`src/rtl/spi_seq_pkg.sv`:
```
package spi_seq_pkg;

  typedef enum logic [2:0] {
    ST_IDLE,
    ST_LEAD,
    ST_HIGH,
    ST_LOW,
    ST_TAIL,
    ST_GAP
  } seq_state_e;

  // Odd prescaler: code c -> 2c+1
  function automatic logic [31:0] pre_factor(input logic [1:0] c);
    return 32'(c) * 32'd2 + 32'd1;
  endfunction

  // Baud scaler: linear steps of two below code 3, powers of two from there
  function automatic logic [31:0] baud_scale(input logic [3:0] c);
    if (c < 4'd3) return 32'(c) * 32'd2 + 32'd2;
    else          return 32'd1 << c;
  endfunction

  // Delay scaler: code n -> 2^(n+1)
  function automatic logic [31:0] dly_scale(input logic [3:0] c);
    return 32'd1 << (32'(c) + 32'd1);
  endfunction

endpackage

```
`src/rtl/spi_sck_phase.sv`:
```
module spi_sck_phase
  import spi_seq_pkg::*;
#(
  parameter int CNT_W = 20
) (
  input  logic [1:0]       pre_code,
  input  logic [3:0]       scl_code,
  input  logic             dbl,
  output logic [CNT_W-1:0] hi_len,
  output logic [CNT_W-1:0] lo_len,
  output logic [CNT_W-1:0] per_len
);
  localparam logic [31:0] MIN_PER = 32'd2;

  logic [31:0] full;
  logic [31:0] per;

  always_comb begin
    full = pre_factor(pre_code) * baud_scale(scl_code);
    per  = dbl ? (full >> 1) : full;
    if (per < MIN_PER) per = MIN_PER;
    hi_len  = CNT_W'((per + 32'd1) >> 1);
    lo_len  = CNT_W'(per >> 1);
    per_len = CNT_W'(per);
  end
endmodule

```
`src/rtl/spi_delay_calc.sv`:
```
module spi_delay_calc
  import spi_seq_pkg::*;
#(
  parameter int CNT_W = 20
) (
  input  logic [1:0]       pre_code,
  input  logic [3:0]       scl_code,
  output logic [CNT_W-1:0] len
);
  assign len = CNT_W'(pre_factor(pre_code) * dly_scale(scl_code));
endmodule

```
`src/rtl/spi_frame_seq.sv`:
```
module spi_frame_seq
  import spi_seq_pkg::*;
#(
  parameter int CNT_W = 20,
  parameter int LEN_W = 5
) (
  input  logic             clk,
  input  logic             rst_n,
  input  logic             start,
  input  logic             cont_mode,
  input  logic [LEN_W-1:0] frame_len,
  input  logic [1:0]       baud_pre,
  input  logic [3:0]       baud_scl,
  input  logic             dbl_rate,
  input  logic [1:0]       csc_pre,
  input  logic [3:0]       csc_scl,
  input  logic [1:0]       asc_pre,
  input  logic [3:0]       asc_scl,
  input  logic [1:0]       dt_pre,
  input  logic [3:0]       dt_scl,
  output logic             sck,
  output logic             cs_n,
  output logic             lead_stb,
  output logic             trail_stb,
  output logic             busy
);
  localparam int NDLY    = 3;
  localparam int IDX_CSC = 0;
  localparam int IDX_ASC = 1;
  localparam int IDX_DT  = 2;

  // Timing lengths in system clocks
  logic [CNT_W-1:0] hi_len, lo_len, per_len, gap_len;
  logic [1:0]       dly_pre [NDLY];
  logic [3:0]       dly_scl [NDLY];
  logic [CNT_W-1:0] dly_len [NDLY];

  spi_sck_phase #(.CNT_W(CNT_W)) u_phase (
    .pre_code (baud_pre),
    .scl_code (baud_scl),
    .dbl      (dbl_rate),
    .hi_len   (hi_len),
    .lo_len   (lo_len),
    .per_len  (per_len)
  );

  assign dly_pre[IDX_CSC] = csc_pre;
  assign dly_scl[IDX_CSC] = csc_scl;
  assign dly_pre[IDX_ASC] = asc_pre;
  assign dly_scl[IDX_ASC] = asc_scl;
  assign dly_pre[IDX_DT]  = dt_pre;
  assign dly_scl[IDX_DT]  = dt_scl;

  for (genvar g = 0; g < NDLY; g++) begin : g_dly
    spi_delay_calc #(.CNT_W(CNT_W)) u_calc (
      .pre_code (dly_pre[g]),
      .scl_code (dly_scl[g]),
      .len      (dly_len[g])
    );
  end

  assign gap_len = cont_mode ? per_len : dly_len[IDX_DT];

  // Sequencer state
  seq_state_e       state;
  logic [CNT_W-1:0] cnt;
  logic [LEN_W-1:0] bits_left;
  logic             pend;
  logic             sck_q, cs_q, lead_q, trail_q;

  // Named events
  wire cnt_done = (cnt == '0);
  wire last_bit = (bits_left == '0);
  wire go_req   = start | pend;
  wire gap_end  = (state == ST_GAP) && cnt_done;

  always_ff @(posedge clk or negedge rst_n) begin
    if (!rst_n) begin
      state     <= ST_IDLE;
      cnt       <= '0;
      bits_left <= '0;
      pend      <= 1'b0;
      sck_q     <= 1'b0;
      cs_q      <= 1'b1;
      lead_q    <= 1'b0;
      trail_q   <= 1'b0;
    end else begin
      lead_q  <= 1'b0;
      trail_q <= 1'b0;
      if (start && state != ST_IDLE) pend <= 1'b1;
      if (state == ST_IDLE) begin
        if (start) begin
          state     <= ST_LEAD;
          cs_q      <= 1'b0;
          cnt       <= dly_len[IDX_CSC] - 1'b1;
          bits_left <= frame_len;
        end
      end else if (!cnt_done) begin
        cnt <= cnt - 1'b1;
      end else begin
        unique case (state)
          ST_LEAD, ST_LOW: begin
            sck_q  <= 1'b1;
            lead_q <= 1'b1;
            state  <= ST_HIGH;
            cnt    <= hi_len - 1'b1;
          end
          ST_HIGH: begin
            sck_q   <= 1'b0;
            trail_q <= 1'b1;
            if (last_bit) begin
              state <= ST_TAIL;
              cnt   <= dly_len[IDX_ASC] - 1'b1;
            end else begin
              state     <= ST_LOW;
              bits_left <= bits_left - 1'b1;
              cnt       <= lo_len - 1'b1;
            end
          end
          ST_TAIL: begin
            cs_q  <= 1'b1;
            state <= ST_GAP;
            cnt   <= gap_len - 1'b1;
          end
          ST_GAP: begin
            if (go_req) begin
              state     <= ST_LEAD;
              cs_q      <= 1'b0;
              cnt       <= dly_len[IDX_CSC] - 1'b1;
              bits_left <= frame_len;
              pend      <= 1'b0;
            end else begin
              state <= ST_IDLE;
            end
          end
          default: state <= ST_IDLE;
        endcase
      end
    end
  end

  assign sck       = sck_q;
  assign cs_n      = cs_q;
  assign lead_stb  = lead_q;
  assign trail_stb = trail_q;
  assign busy      = (state != ST_IDLE);
endmodule

```
`config.mk`:
```
export PLATFORM = sky130hd
export DESIGN_NAME = spi_frame_seq
export DESIGN_NICKNAME = d
export VERILOG_FILES = /design/src/rtl/spi_seq_pkg.sv /design/src/rtl/spi_sck_phase.sv /design/src/rtl/spi_delay_calc.sv /design/src/rtl/spi_frame_seq.sv
export SDC_FILE = /design/constraint.sdc
export NUM_CORES = 1
export LEC_CHECK = 0
export BUFFER_PORTS_ARGS = -buffer_cell sky130_fd_sc_hd__buf_2
export CORE_ASPECT_RATIO = 1.25
export CORE_UTILIZATION = 60
export CTS_CLUSTER_SIZE = 28
export DETAILED_ROUTE_END_ITERATION = 8
export PLACE_DENSITY = 0.77
export REMOVE_ABC_BUFFERS = 1
export SLEW_MARGIN = 20
export SYNTH_ARGS = -nofsm -noshare
export SYNTH_HDL_FRONTEND = slang
export SYNTH_HIERARCHICAL = 1
export SYNTH_SLANG_ARGS = --single-unit
export TNS_END_PERCENT = 5
```
`constraint.sdc`:
```
create_clock -name clk -period 10.1 [get_ports clk]
set_input_delay 0.505 -clock clk [delete_from_list [all_inputs] [get_ports clk]]
set_output_delay 0.505 -clock clk [all_outputs]
set_load 0.05 [all_outputs]
```
==> flow_summary.json, run 1 <==
{
  "status": "completed",
  "dr.pass1.iters": 6,
  "io_buffers": 38,
  "ys_seq_area_frac": 0.0668,
  "syn2layout_area_growth_pct": 2.04,
  "synthTopCellsByArea": "ha_1, fa_1, dfrtp_1",
  "cts_sinks": 33,
  "power_mw": 0.718,
  "synth.most_common_cell": "ha_1",
  "nNetsFinal": 1802,
  "post-dp-hpwl_um": 25100,
  "regArea_um2": 827,
  "post_dp_cell_area_um2": 12500,
  "endpoint": "cnt[16]",
  "max_cap_viol_count": 0,
  "gp_congestion": 0.951,
  "ios": 39,
  "rr_worst_depth": 14,
  "hold_viol_final": 0,
  "cts_root_buffer": "clkbuf_16",
  "fill_cells": 1840,
  "clock_path_buffers": 2,
  "grt_pass1_vias": 11200,
  "synth.avg_cell_area_um2": 7.85,
  "crit_fanout": 13,
  "grt_first_pass_wirelength_um": 51500,
  "cts_tree": "yes",
  "hp-class": "in2async",
  "power.leakage_nw": 6.52,
  "synth_edf_count": 0,
  "rr_endpoint": "cnt[12]",
  "skew_ps": 3.54,
  "worst_pin_slew_ps": 911,
  "die_w_um": 130,
  "route.vias.total": 11500,
  "n_antenna_cell": 0,
  "hold_buffers": 0,
  "rr_startpoint": "bits_left[0]",
  "min_period_over_period": 0.779,
  "start_util": 0.613,
  "fmax_mhz": 127,
  "routed_via_density": 6.33,
  "multi_input_area_um2": 10800,
  "ys_types": 103,
  "tns_ps": 0,
  "startpoint": "baud_scl[2]",
  "synth_area_um2": 12400,
  "arrival_ps": 8010,
  "synth_top_cell_area_share": 0.157,
  "maxSlewViolCount": 0,
  "slew_headroom": 0.393,
  "dieArea_um2": 21200,
  "clk_pin_slew_ps": 50,
  "ys_ff_latch": 33,
  "cts-resized-gates": 0,
  "finalSetupViolations": 0,
  "antenna_found_initial": 1,
  "yosys_warnings": 6,
  "critPathCaptureType": "register",
  "htree_levels": 2,
  "final_area_um2": 12600,
  "layout-drive-gt1-share": 0.0846,
  "synth-async-reset-ratio": 1.00,
  "fin_crit_ps": 7870,
  "cts_setup_buffers": 0,
  "power.density_nw_per_um2": 56.9,
  "track_usage": 0.295,
  "drc": 0,
  "core_area_um2": 20200,
  "grt_max_degree": 41,
  "ant_nets": 0,
  "numCtsBuffers": 5,
  "dr.first_iter.drc_count": 978,
  "synthCells": 1577,
  "rsz0062_at_grt": "no",
  "reg2reg_slack_ps": 6470,
  "wl_per_cell_um": 17.0,
  "critPathLaunchType": "primary input",
  "peakVddDrop_v": 0.000115,
  "yosysTopAreaCell": "ha_1",
  "synthTopCellsByCount": "ha_1, nor2_1, and3_1, nand2_1, a21oi_1",
  "grt_overflow": 0,
  "wl_um": 30800,
  "ys.flop_type": "dfrtp_1",
  "criticalPathCategory": "in2reg",
  "num_rows": 58,
  "die_y_um": 163,
  "clk_latency_ps": 280,
  "critPathRequiredTime_ps": 10240
}
==> cell families after synthesis <==
group                    Yosys count  synth area share
flip-flops                        33            0.0668
AND/OR/NAND/NOR                  622             0.276
multiplexers                      50            0.0429
XOR/XNOR                         101            0.0715
other                              7           0.00212
AO/OA/AOI/OAI                    369             0.213
adder cells (fa/ha/maj)          220             0.262
buffers and inverters            175            0.0661
==> per-layer routing <==
metal  global-route usage  vias up  wire, um  share of wire
met4                0.116        0      1220          0.040
li1                     -     5651         -              -
met2                0.533      335     15500           0.50
met3               0.0250       77      1200          0.039
met5                    0        -         0              0
met1                0.357     5443     12900           0.42
==> where the power goes <==
part	switching (mW)	total, mW	internal, mW
clock network	0.0524	0.149	0.0966
registers	0.0341	0.192	0.158
logic	0.227	0.378	0.151
==> registers in the layout, summed over array words and instances, names as in the netlist <==
name / cells
sck: 1
pend: 1
state: 3
cs_n: 1
lead_stb: 1
bits_left: 5
trail_stb: 1
cnt: 20
==> worst min-delay path by stage <==
stage / start / end / slack (ps) / cells past startpoint
global placement: sck / sck / 470 / 2
detailed placement: sck / sck / 470 / 2
CTS: rst_n / bits_left[1] / 330 / 1
finish: rst_n / bits_left[1] / 300 / 1
global route: rst_n / cnt[6] / 360 / 1
floorplan: rst_n / bits_left[0] / 210 / 0
==> metrics by stage <==
| stage | util | worst slack (ps) | std cells | hold slack, ps |
|---|---|---|---|---|
| after floorplan | - | 3080 | 1498 | 209 |
| after global placement | 0.618 | 2340 | 1810 | 468 |
| after detailed placement | 0.619 | 2020 | 1811 | 470 |
| after CTS | 0.626 | 2290 | 1818 | 326 |
| after global routing | 0.626 | 1690 | 1818 | 357 |
| final | 0.626 | 2230 | 1818 | 299 |
==> final cells by class <==
type / instances / share of cell area
multi-input combinational: 1382 / 0.854
clock buffer: 7 / 0.0113
inverter: 83 / 0.0247
sequential: 33 / 0.0655
tap: 270 / 0.0268
timing repair buffer: 43 / 0.0178
==> worst max-delay path, cell delays in order <==
cell,delay (ps)
buf_2,210
nor2b_1,480
and3_1,240
ha_1,250
fa_1,460
ha_1,410
a21o_2,250
a21oi_1,280
nand3_1,160
a311oi_2,410
inv_1,230
a2111oi_0,430
nand4_1,190
o21ai_1,230
ha_1,250
nor3b_1,390
nand2_1,180
a2111oi_4,470
nand3b_1,220
nor4_1,270
xor2_1,130
a221o_1,360
nor3_1,270
inv_1,90
or3_1,360
a21oi_1,190
o41ai_1,90
==> placed cells by master (no fill, tap or decap), types with 12 or more instances in the layout <==
cell type	count
ha_1	155
nor2_1	135
and3_1	121
nand2_1	96
a21oi_1	87
inv_1	82
fa_1	65
o21ai_0	63
xnor2_1	62
nor3_1	47
xor2_1	39
buf_2	39
and2_1	32
dfrtp_1	32
nand3_1	31
a21o_1	30
mux2i_1	29
nand2b_1	28
a221o_1	23
nor4_1	21
nor2b_1	20
conb_1	20
nand4_1	19
mux2_2	16
a31oi_1	16
a211oi_1	16
or3_1	12
No activity file was read; power rests on OpenSTA's default activity.
==> run 2, diff against run 1 <==
--- a/config.mk
+++ b/config.mk
@@ -10,7 +10,7 @@
 export CORE_UTILIZATION = 60
 export CTS_CLUSTER_SIZE = 28
 export DETAILED_ROUTE_END_ITERATION = 8
-export PLACE_DENSITY = 0.77
+export PLACE_DENSITY = 0.8
 export REMOVE_ABC_BUFFERS = 1
 export SLEW_MARGIN = 20
 export SYNTH_ARGS = -nofsm -noshare
==> constraint.sdc (replaced) <==
create_clock -name clk -period 7 [get_ports clk]
set_input_delay 0.35 -clock clk [delete_from_list [all_inputs] [get_ports clk]]
set_output_delay 0.35 -clock clk [all_outputs]
set_load 0.05 [all_outputs]
==> run 2 against run 1 <==
Global-route usage shrank 0.47 points. Worst setup slack lost 1900 ps. Final cell count is 2.4% higher. Combinational power grew 51%. Clock power increased by 77%. Flip-flop and latch count stayed put. Utilization rose by 2.6 points. Via count is 1.7% higher. Critical path depth up 3. Critical path type unchanged.
==> flow_summary.json, run 2 (synthesis gave the netlist of run 1 again) <==
{
  "status": "completed",
  "syn2layout_area_growth_pct": 6.29,
  "grt_first_pass_wirelength_um": 51000,
  "antenna_found_initial": 1,
  "p_switching_mw": 0.472,
  "clock_path_buffers": 2,
  "core_area_um2": 20200,
  "track_usage": 0.290,
  "reg2reg_slack_ps": 3090,
  "switching_share": 0.424,
  "dr.first_iter.drc_count": 970,
  "ios": 39,
  "drc": 0,
  "max_cap_viol_count": 0,
  "p_seq_frac": 0.249,
  "gp_congestion": 0.978,
  "hold_slack_ps": 146,
  "fin_crit_ps": 6690,
  "arrival_ps": 6850,
  "num_rows": 58,
  "start_util": 0.613,
  "intPower_mw": 0.641,
  "htree_levels": 2,
  "routed_via_density": 6.29,
  "reg_top3": "cnt x20, bits_left x5, state x3",
  "largest_register_ffs": 20,
  "numCtsBuffers": 5,
  "startpoint": "baud_scl[1]",
  "finalSetupViolations": 0,
  "dr.pass1.iters": 8,
  "hold_viol_final": 0,
  "io_buffers": 38,
  "peakVddDrop_v": 0.000156,
  "critPathSlowestCell": "fa_2",
  "hp-class": "in2async",
  "cts_sinks": 33,
  "regArea_um2": 827,
  "final_cell_mix": "ha_1, nor2_1, and3_1",
  "grt_overflow": 0,
  "skew_ps": 10.7,
  "utilization": 0.652,
  "final_area_um2": 13200,
  "nNetsFinal": 1844,
  "multi_input_area_um2": 11000,
  "rr_worst_depth": 11,
  "min_period_over_period": 0.955,
  "grt_max_degree": 41,
  "power.leakage_nw": 6.79,
  "cts_root_buffer": "clkbuf_16",
  "die_w_um": 130,
  "criticalPathCategory": "in2reg",
  "fill_cells": 1799,
  "combPwrFrac": 0.514,
  "ant_nets": 0,
  "dieArea_um2": 21200,
  "final_common_cell": "ha_1",
  "critPathLaunchType": "primary input",
  "power.density_nw_per_um2": 84.6,
  "clkPwrFrac": 0.237,
  "crit_fanout": 4,
  "rr_endpoint": "bits_left[3]",
  "max_flop_register": "cnt",
  "post_dp_cell_area_um2": 12700,
  "die_y_um": 163,
  "wl_per_cell_um": 16.6,
  "route.vias.total": 11700,
  "clk_pin_slew_ps": 60,
  "slowest_delay_ps": 460,
  "critPathRequiredTime_ps": 7160,
  "slew_headroom": 0.240,
  "rr_startpoint": "cnt[0]",
  "maxSlewViolCount": 0,
  "layout-drive-gt1-share": 0.128,
  "post-dp-hpwl_um": 24700,
  "clk_latency_ps": 280,
  "grt_pass1_vias": 11300,
  "fmax_mhz": 150,
  "critPathCaptureType": "register",
  "wl_um": 30900,
  "worst_pin_slew_ps": 1140,
  "cts_tree": "yes"
}
-- run 2: worst max-delay path by stage --
stage          slack (ps)      end
5_1_grt               -90  cnt[14]
3_3_place_gp           40  cnt[16]
3_5_place_dp         -200  cnt[12]
6_report              310  cnt[14]
4_1_cts                80  cnt[12]
2_1_floorplan         140  cnt[16]
-- run 2: power by group through the flow --
| stage | sequential (mW) | combinational [mW] | clock, mW |
|---|---|---|---|
| 4_1_cts | 0.274 | 0.550 | 0.262 |
| 5_1_grt | 0.280 | 0.632 | 0.271 |
| 2_1_floorplan | 0.264 | 0.397 | 0 |
| 3_3_place_gp | 0.275 | 0.533 | 0 |
| 6_report | 0.277 | 0.572 | 0.264 |
| 3_5_place_dp | 0.276 | 0.546 | 0 |
-- run 2: cell type report --
class,instances,area share
Antenna cell,1,0.000190
Clock buffer,6,0.0106
Clock inverter,2,0.00285
Inverter,83,0.0237
Multi-Input combinational cell,1382,0.833
Sequential cell,33,0.0629
Tap cell,270,0.0257
Timing Repair Buffer,85,0.0413
-- run 2: metrics by stage --
step	setup slack (ps)	instances	total power [mW]	TNS (ps)
2_1_floorplan	137	1498	0.661	0
3_5_place_dp	-195	1845	0.823	-665
5_1_grt	-87.2	1861	1.18	-87.2
4_1_cts	78.6	1853	1.09	0
3_3_place_gp	36.1	1844	0.808	0
6_report	312	1862	1.11	0
-- run 2: what timing repair did --
action,CTS,global route
hold buffers,0,0
endpoints found under the setup margin,0,14
gates resized for setup,0,36
setup buffers,0,8
-- run 2: per-layer routing --
layer	vias to the layer above	global-route usage	share of wire
li1	5739	-	-
met1	5554	0.349	0.41
met2	336	0.536	0.51
met3	75	0.0214	0.043
met4	0	0.0993	0.037
met5	-	0	0
-- run 2: critical path, delay by kind of cell --
family,cells,cell delay (ps)
fa+ha+maj,5,1690
simple gates,9,1370
xor+xnor,2,360
mux,2,520
buf+inv,4,440
compound gates,8,2130
